[config.mk]
export PLATFORM = sky130hd
export DESIGN_NAME = ls_addr_gen
export DESIGN_NICKNAME = d
export VERILOG_FILES = /design/src/rtl/ls_agu_pkg.sv /design/src/rtl/lsag_shift.sv /design/src/rtl/lsag_offset_sel.sv /design/src/rtl/lsag_combine.sv /design/src/rtl/ls_addr_gen.sv
export SDC_FILE = /design/constraint.sdc
export NUM_CORES = 1
export LEC_CHECK = 0
export ABC_AREA = 0
export BUFFER_PORTS_ARGS = -buffer_cell sky130_fd_sc_hd__buf_4
export CORE_MARGIN = 2
export CORE_UTILIZATION = 35
export CTS_CLUSTER_DIAMETER = 50
export DETAILED_ROUTE_END_ITERATION = 7
export GPL_TIMING_DRIVEN = 1
export SLEW_MARGIN = 20
export SYNTH_ARGS = -nofsm -noshare
export SYNTH_HDL_FRONTEND = slang
export SYNTH_SLANG_ARGS = --single-unit
[constraint.sdc]
create_clock -name clk -period 13.6 [get_ports clk]
set_input_delay 0.68 -clock clk [delete_from_list [all_inputs] [get_ports clk]]
set_output_delay 0.68 -clock clk [all_outputs]
set_load 0.01 [all_outputs]
[src/rtl/ls_agu_pkg.sv]
package ls_agu_pkg;

    localparam int unsigned DATA_W   = 32;
    localparam int unsigned FIELD_W  = 12;
    localparam int unsigned HW_IMM_W = 8;

    // Shift specification bit positions inside the low instruction field
    localparam int unsigned SH_AMT_LSB  = 7;
    localparam int unsigned SH_KIND_LSB = 5;
    localparam int unsigned SH_ILL_BIT  = 4;

    typedef enum logic [1:0] {
        SH_LSL = 2'b00,
        SH_LSR = 2'b01,
        SH_ASR = 2'b10,
        SH_ROR = 2'b11
    } shift_kind_e;

endpackage

[src/rtl/lsag_shift.sv]
module lsag_shift
    import ls_agu_pkg::*;
#(
    parameter int unsigned XLEN = DATA_W,
    localparam int unsigned AW  = $clog2(XLEN)
) (
    input  logic [XLEN-1:0] val_i,
    input  logic [AW-1:0]   amt_i,
    input  shift_kind_e     kind_i,
    input  logic            carry_i,
    output logic [XLEN-1:0] res_o
);

    logic zero_amt;
    assign zero_amt = (amt_i == '0);

    always_comb begin
        unique case (kind_i)
            SH_LSL: res_o = val_i << amt_i;
            SH_LSR: res_o = zero_amt ? '0 : (val_i >> amt_i);
            SH_ASR: res_o = zero_amt ? {XLEN{val_i[XLEN-1]}}
                                     : $unsigned($signed(val_i) >>> amt_i);
            SH_ROR: res_o = zero_amt ? {carry_i, val_i[XLEN-1:1]}
                                     : ((val_i >> amt_i) | (val_i << (XLEN - amt_i)));
            default: res_o = val_i;
        endcase
    end

endmodule

[src/rtl/lsag_offset_sel.sv]
module lsag_offset_sel
    import ls_agu_pkg::*;
#(
    parameter int unsigned XLEN = DATA_W,
    localparam int unsigned AW  = $clog2(XLEN)
) (
    input  logic               hw_form_i,
    input  logic               imm_sel_i,
    input  logic [FIELD_W-1:0] field_i,
    input  logic [XLEN-1:0]    ofs_reg_i,
    input  logic               carry_i,
    output logic [XLEN-1:0]    offset_o,
    output logic               illegal_o
);

    logic [XLEN-1:0]     shifted;
    logic [HW_IMM_W-1:0] hw_imm;
    shift_kind_e         kind;

    assign kind   = shift_kind_e'(field_i[SH_KIND_LSB +: 2]);
    assign hw_imm = {field_i[11:8], field_i[3:0]};

    lsag_shift #(.XLEN(XLEN)) u_shift (
        .val_i   (ofs_reg_i),
        .amt_i   (field_i[SH_AMT_LSB +: AW]),
        .kind_i  (kind),
        .carry_i (carry_i),
        .res_o   (shifted)
    );

    always_comb begin
        illegal_o = 1'b0;
        if (hw_form_i) begin
            offset_o = imm_sel_i ? {{(XLEN-HW_IMM_W){1'b0}}, hw_imm} : ofs_reg_i;
        end else if (imm_sel_i) begin
            offset_o = {{(XLEN-FIELD_W){1'b0}}, field_i};
        end else begin
            offset_o  = shifted;
            illegal_o = field_i[SH_ILL_BIT];
        end
    end

endmodule

[src/rtl/lsag_combine.sv]
module lsag_combine #(
    parameter int unsigned XLEN = ls_agu_pkg::DATA_W
) (
    input  logic [XLEN-1:0] base_i,
    input  logic [XLEN-1:0] offset_i,
    input  logic            pre_i,
    input  logic            up_i,
    input  logic            wb_i,
    input  logic            illegal_i,
    output logic [XLEN-1:0] addr_o,
    output logic [XLEN-1:0] wb_val_o,
    output logic            wb_en_o
);

    logic [XLEN-1:0] moved;

    assign moved    = up_i ? (base_i + offset_i) : (base_i - offset_i);
    assign addr_o   = pre_i ? moved : base_i;
    assign wb_val_o = moved;
    assign wb_en_o  = !illegal_i && (!pre_i || wb_i);

endmodule

[src/rtl/ls_addr_gen.sv]
module ls_addr_gen
    import ls_agu_pkg::*;
#(
    parameter int unsigned XLEN = DATA_W
) (
    input  logic               clk,
    input  logic               rst_n,
    input  logic               req_i,
    input  logic               hw_form_i,
    input  logic               imm_sel_i,
    input  logic               pre_i,
    input  logic               up_i,
    input  logic               wb_i,
    input  logic [FIELD_W-1:0] field_i,
    input  logic [XLEN-1:0]    base_i,
    input  logic [XLEN-1:0]    ofs_reg_i,
    input  logic               carry_i,
    output logic               vld_o,
    output logic [XLEN-1:0]    addr_o,
    output logic [XLEN-1:0]    wb_val_o,
    output logic               wb_en_o,
    output logic               illegal_o
);

    typedef struct packed {
        logic            vld;
        logic [XLEN-1:0] addr;
        logic [XLEN-1:0] wb_val;
        logic            wb_en;
        logic            illegal;
    } result_t;

    logic [XLEN-1:0] offset;
    logic            ill_c;
    logic [XLEN-1:0] addr_c;
    logic [XLEN-1:0] wb_val_c;
    logic            wb_en_c;
    result_t         res_d, res_q;

    lsag_offset_sel #(.XLEN(XLEN)) u_ofs (
        .hw_form_i (hw_form_i),
        .imm_sel_i (imm_sel_i),
        .field_i   (field_i),
        .ofs_reg_i (ofs_reg_i),
        .carry_i   (carry_i),
        .offset_o  (offset),
        .illegal_o (ill_c)
    );

    lsag_combine #(.XLEN(XLEN)) u_comb (
        .base_i    (base_i),
        .offset_i  (offset),
        .pre_i     (pre_i),
        .up_i      (up_i),
        .wb_i      (wb_i),
        .illegal_i (ill_c),
        .addr_o    (addr_c),
        .wb_val_o  (wb_val_c),
        .wb_en_o   (wb_en_c)
    );

    always_comb begin
        res_d         = res_q;
        res_d.vld     = req_i;
        res_d.wb_en   = req_i && wb_en_c;
        res_d.illegal = req_i && ill_c;
        if (req_i) begin
            res_d.addr   = addr_c;
            res_d.wb_val = wb_val_c;
        end
    end

    always_ff @(posedge clk) begin
        if (!rst_n) begin
            res_q <= '0;
        end else begin
            res_q <= res_d;
        end
    end

    assign vld_o     = res_q.vld;
    assign addr_o    = res_q.addr;
    assign wb_val_o  = res_q.wb_val;
    assign wb_en_o   = res_q.wb_en;
    assign illegal_o = res_q.illegal;

    // an illegal encoding never writes the base back
    p_no_wb_on_illegal_r10: assert property (@(posedge clk) disable iff (!rst_n)
        illegal_o |-> !wb_en_o);

    // flags stay low in a cycle that does not follow a request
    p_idle_quiet_r1: assert property (@(posedge clk) disable iff (!rst_n)
        !vld_o |-> (!wb_en_o && !illegal_o));

    // valid follows the request by exactly one cycle
    p_vld_follows_req_r1: assert property (@(posedge clk) disable iff (!rst_n)
        req_i |=> vld_o);

    // post-indexed access uses the base sampled with the request
    p_post_addr_base_r3: assert property (@(posedge clk) disable iff (!rst_n)
        (req_i && !pre_i) |=> (addr_o == $past(base_i)));

    // post-indexed legal requests always write back
    p_post_writes_r5: assert property (@(posedge clk) disable iff (!rst_n)
        (req_i && !pre_i && !ill_c) |=> wb_en_o);

    // pre-indexed without the writeback bit leaves the base alone
    p_pre_no_wb_r5: assert property (@(posedge clk) disable iff (!rst_n)
        (req_i && pre_i && !wb_i) |=> !wb_en_o);

    // pre-indexed writeback value is the access address
    p_pre_wb_matches_r5: assert property (@(posedge clk) disable iff (!rst_n)
        (req_i && pre_i) |=> (wb_val_o == addr_o));

endmodule

* Word-level counts from Yosys, hierarchy flattened *
Cells that the tools add are included.

word-level totals
  bits in registers = 67
  input bits = 85
  output and inout port bits = 67

cells by class
  add/subtract/negate cells = 3
  eq/ne operators = 3
  shifts and indexed selects = 4
  mux-type cells = 11
  bitwise gates (word level) = 1
  reductions and logical operators = 8

operator list
  cell                   number
  $mux W32               8
  $pmux W32 S4           1
  $add A32 B32 Y32       1
  $or A32 B32 Y32        1
  $shl A32 B32 Y32       1
  $shl A32 B5 Y32        1
  $shr A32 B5 Y32        1
  $sshr A32 B5 Y32       1
  $sub A32 B32 Y32       1
  $sub A6 B5 Y7 const A  1
  $logic_not A5 Y1       1
  $eq A2 B2 Y1 const B   2
  $logic_and A1 B1 Y1    3
  $eq A2 B1 Y1 const B   1
  $logic_not A1 Y1       2
  $logic_not A2 Y1       1
  $mux W1                2
  $logic_or A1 B1 Y1     1

* Logic depth before layout (Yosys ltp) *
  depth in word-level cells = 10
  depth in mapped cells = 35
  gate-level depth less buffers = 29

* Hierarchy *
A second synthesis with hierarchy kept.

unflattened totals
  cell total of the unflattened synthesis = 1,676
  area, all modules = 13,680.6 sq um

by module, submodules not included
  module           instances  cells each  area an instance (sq um)  sequential area each (sq um)
  lsag_shift       1          981         7,597.3                   0.0
  lsag_combine     1          408         2,954.1                   0.0
  ls_addr_gen      1          213         2,531.2                   1,341.3
  lsag_offset_sel  1          74          598.1                     0.0

* Least setup slack after synthesis *
OpenSTA, ideal clock, no wires.

  path kind = input to register
  start = input field_i[8]
  end = register res_q (netlist bit addr_o[29])
  arrival time = 7.334 ns
  path slack = 6.192 ns
  stages = 33
  path buffers = 6
  cell sequence = buf_2 buf_2 inv_1 buf_2 buf_2 clkbuf_1 ha_1 inv_1 nor2_1 ha_1 and3b_1 clkbuf_1 o21ai_2 or3_1 or4b_4 o21ai_4 nand4_2 or4_4 nor2_1 nor2_1 xor2_1 ha_1 o21a_1 o221a_2 nand3_1 o21ai_0 a22oi_1 o31ai_1 a21o_1 a21oi_1 o21bai_1 mux2_2 a31oi_1

between the ends
  longest elaborated chain between the ends = 10
  elaborated cells between the ends (all ways) = 18

ends and longest elaborated chain
  what                                                         line                   source
  start, declared                                              ls_addr_gen.sv:14      input logic [FIELD_W-1:0] field_i,
  $sub A6 B5 Y7                                                lsag_shift.sv:24       : ((val_i >> amt_i) | (val_i << (XLEN - amt_i)));
  $shl A32 B32 Y32                                             lsag_shift.sv:24
  $or A32 B32 Y32                                              lsag_shift.sv:24
  $mux W32                                                     lsag_shift.sv:23       SH_ROR: res_o = zero_amt ? {carry_i, val_i[XLEN-1:1]}
  $pmux W32 S4                                                 lsag_shift.sv:18       unique case (kind_i)
  $mux W32                                                     lsag_offset_sel.sv:35  end else if (imm_sel_i) begin
  $mux W32 (*)                                                 lsag_offset_sel.sv:33  if (hw_form_i) begin
  $sub A32 B32 Y32 / $add A32 B32 Y32 (equally long branches)  lsag_combine.sv:17     assign moved = up_i ? (base_i + offset_i) : (base_i - offset_i);
  $mux W32 (*)                                                 lsag_combine.sv:17
  $mux W32 (*)                                                 lsag_combine.sv:18     assign addr_o = pre_i ? moved : base_i;
  end signal, assigned                                         ls_addr_gen.sv:77      res_q <= res_d;
  end, declared                                                ls_addr_gen.sv:38      result_t res_d, res_q;

Every way passes the cells marked *; elsewhere a longest branch is shown, timed or not.
A chain may end at the register's enable or synchronous reset.

* Worst setup path after layout *
Same ends and word-level chain as after synthesis.

==> metrics.md <==
| Metric | Value |
|---|---|
| Total number of yosys warnings | 0 |
| Critical path class | in2reg |
| Number of top-level pins | roughly 150 |
| Sequential cell area | roughly 1300 sq um |
| Number of cells on the worst reg-to-reg path | 4 |
| Width of the die | roughly 200 um |
| Main combinational cell family by area after synthesis | compound AO/OA/AOI/OAI gates |
| TritonCTS buffer count | 9 |
| Initial Util | 0.355 |
| CTS clock-pin slew for the worst setup and hold paths | 60 ps |
| Wire length of the first global-routing pass | approximately 110000 um |
| Final global-route overflow total | 0 |
| Post-route antenna net violation count | 0 |
| R2r startpoint | addr_o[28] |
| Maximum level of the CTS H-tree | 3 |
| Post-Synthesis Mean Instance Area | slightly below 8 sq um |
| Total negative slack for setup checks | 0 ps |
| TritonCTS clock tree | done |
| Final worst-path cycle share | 0.627 |
| Top layer in use | met5 |
| Share of layout cells above drive strength 1 | 0.207 |
| Post-route clock skew | 0 ps |
| Timing-limited maximum frequency | 0.117 GHz |
| Area used by multi-input combinational logic | 11100 sq um |
| Via count of the first global-routing pass | ~15000 |
| Overall global routing resource usage | 0.387 |
| Post-detailed-placement half-perimeter wirelength | between 50000 and 60000 um |
| DR WL met3 | between 10000 and 15000 um |
| DIE AREA | between 30000 and 40000 sq um |
| Buffer depth of the longest clock path | 2 |
| Xor/xnor share of the synthesized area | 0.0384 |
| Average vias per placed instance | approximately 7.0 |
| Weighted congestion reported at the end of routability-driven placement | ~1.1 |
| Worst hold stages | 2 |
| Area added between synthesis and finish | 12.0% |
| Sinks on the clock net | 67 |
| Class of the tightest hold or removal check | reg2reg |
| Worst-case hold path end point | addr_o[22] |
| Synth async-reset ratio | 0 |
| Syn Inst Count | between 1500 and 2000 |
| Reported max-cap violation count | 0 |
| # setup viols final | 0 |
| Run status | complete, no violations |
| Overall die height | 199 um |
| Standard cell area after detailed placement | about 15000 sq um |
| Highest ir drop seen on vdd | about 0.000085 V |
| RSZ-0062 raised after global routing | no |
| First-iteration detailed-routing DRC count | roughly 2200 |
| Fraction of the mapped netlist area in simple logic gates | 0.205 |
| Vias after detailed routing | about 16000 |
| Number of buffers inserted for hold repair after clock tree synthesis | 0 |
| Tightest Pin Transition | 1060 ps |
| CTS Root Cell | sky130_fd_sc_hd__clkbuf_16 |
| Port Buffers | 151 |
| Multiplexer fraction of the synthesized cell area | 0.273 |
| Data required time of the critical path | ~14000 ps |
| Maximum number of pins on one net before global-route repair | between 70 and 80 |
| Fin nets | between 1500 and 2000 |
| Relative max-transition margin | 0.292 |
| Average wire per cell in the routed design | roughly 34 um |
| Finished Core Util | 0.398 |
| Number of distinct library cells after synthesis | ~100 |
| Routed length on met2 | around 33000 um |
| ANT cells | 0 |
| Number of iterations in the first detailed-routing pass | 7 |
| Insertion delay of the later-clocked pin in the worst-skew pair | 330 ps |
| Minimum period implied by the final worst setup slack | 8520 ps |
| Capture instance of the worst register-to-register path | addr_o[28] |
| Standard cell core area | about 38000 sq um |
| Synth Register Bits | 67 |
| Kind of launch point of the worst setup path | primary input |
| Final Hold Violating Endpoints | 0 |
| Critical Path End Type | register |
| Post-route cell area | between 10000 and 15000 sq um |
| Leakage component of the power | about 6 nW |
| Total of fill cells in the finished design | around 3900 |
| Biggest cell delay along the critical path | ~630 ps |
| Synthesized-area fraction occupied by adder cells | 0.0343 |
| Final routed DRC violation total | 0 |
| Data arrival time at the worst-slack endpoint | a little under 9000 ps |
| Sequential-to-total area share from yosys stat | 0.100 |
| Number of cells upsized or downsized after cts | 0 |
| Net count of the mapped netlist | 1851 |
| Post-CTS setup buffers | 0 |
| Synthesized-area fraction occupied by ao, oa, aoi and oai cells | 0.279 |
| Highest net fanout along the worst path | 44 |
| Post-Syn Area | around 13000 sq um |
| Number of enable-type register cells in the synthesized netlist | 0 |
| Initial antenna violation count | 2 |
| Power density of the placed cells | 85.8 nW/um^2 |
| Number of rows created at floorplan | 71 |
| Hold slack | between 400 and 500 ps |
| Detailed-routing wirelength on met1 | 29000 um |
| Critical-path cell with the highest stage delay | sky130_fd_sc_hd__a211oi_1 |
| Setup slack of the most critical reg-to-reg path | between 10000 and 15000 ps |
| Total wirelength of the detailed-routed design | about 80000 um |
| Hold Path Origin | addr_o[22] |
| Total count of max-transition violations in the final report | 0 |
| Top_reg_cell synth | sky130_fd_sc_hd__dfxtp_1 |
sequential cells by signal (all words and copies together), names as in the netlist:
| register | cells |
|---|---|
| vld_o | 1 |
| illegal_o | 1 |
| wb_en_o | 1 |
| addr_o | 32 |
| wb_val_o | 32 |
cells by family after synthesis:
family,count (synthesis)
AND/OR/NAND/NOR,566
AO/OA/AOI/OAI,541
flip-flops,67
multiplexers,262
adder cells (fa/ha/maj),36
XOR/XNOR,57
buffers and inverters,201
cell usage after synthesis, drive strengths merged (7+ instances only):
library cell	n	area (sq um)
o21bai	8	60.1
xnor2	33	289
or2	12	77.6
o221ai	12	105
nand2b	18	113
nand3	35	175
and2	15	93.8
a211o	10	87.6
or4	12	97.6
mux2	43	499
buf	68	428
a211oi	50	375
a22o	8	70.1
a21o	23	173
a32oi	9	78.8
a311oi	9	78.8
o31ai	19	148
nor4	11	81.3
nor2b	19	119
o32ai	7	61.3
a21oi	105	526
dfxtp	67	1340
or3	26	163
ha	35	438
nor2	170	638
nand2	160	601
o21ai	103	531
nor3	37	190
a22oi	10	75.1
a221oi	7	61.3
nor3b	7	52.6
a31oi	25	156
a21boi	8	63.8
o22ai	31	194
and3	14	87.6
nand4	11	75.1
mux4	76	1720
mux2i	143	1430
o211ai	30	225
clkbuf	104	390
inv	28	105
xor2	23	201
stage by stage:
step | power [mW] | worst slack [ps] | instances
floorplan | 0.744 | 6190 | 1730
global placement | 1.02 | 5070 | 2261
detailed placement | 1.02 | 4910 | 2261
CTS | 1.26 | 5230 | 2277
global route | 1.34 | 4420 | 2277
finish | 1.28 | 5080 | 2277
layout by cell type (no fill, tap or decap), drive strengths merged, types with 9 or more instances in the layout:
master  instances
buf           192
nor2          170
nand2         160
mux2i         143
a21oi         105
o21ai         103
mux4           76
dfxtp          67
a211oi         50
mux2           43
nor3           37
nand3          35
ha             35
xnor2          33
o22ai          31
o211ai         30
inv            30
or3            26
a31oi          25
a21o           23
xor2           23
nor2b          19
o31ai          19
nand2b         18
and2           15
and3           14
o221ai         12
or4            12
or2            12
nand4          11
nor4           11
a22oi          10
a211o          10
a32oi           9
clkbuf          9
a311oi          9
power by group:
group          internal [mW]  total [mW]  leakage (nW)  switching, mW
clock                  0.143       0.236         0.142         0.0928
sequential             0.225       0.242         0.555         0.0164
combinational          0.304       0.806          5.26          0.502
area by class of cell:
class | count | area share
well taps | 511 | 0.0428
clock buffers | 9 | 0.0151
repair buffers | 192 | 0.0966
inverters | 29 | 0.00728
multi-input cells | 1462 | 0.743
clock inverters | 7 | 0.00510
flip-flops and latches | 67 | 0.0897
per-layer routing:
metal / GRT usage / up-vias
met5: 0 / -
met4: 0.250 / 4
met3: 0.101 / 356
met2: 0.589 / 1414
met1: 0.484 / 7546
li1: - / 6713
worst max-delay path, delay by kind of cell:
kind,cells,cell delay (ps)
XOR/XNOR,1,150
multiplexers,1,370
adder cells (fa/ha/maj),3,1310
AO/OA/AOI/OAI,12,3370
buffers and inverters,4,1190
AND/OR/NAND/NOR,8,1630
how the worst max path moves through the flow:
stage / startpoint / to
6_report: field_i[8] / addr_o[29]
5_1_grt: field_i[8] / addr_o[29]
2_1_floorplan: field_i[8] / addr_o[29]
3_3_place_gp: field_i[8] / addr_o[29]
4_1_cts: field_i[8] / addr_o[29]
3_5_place_dp: field_i[8] / addr_o[29]
Power figures use the tool's default switching activity.
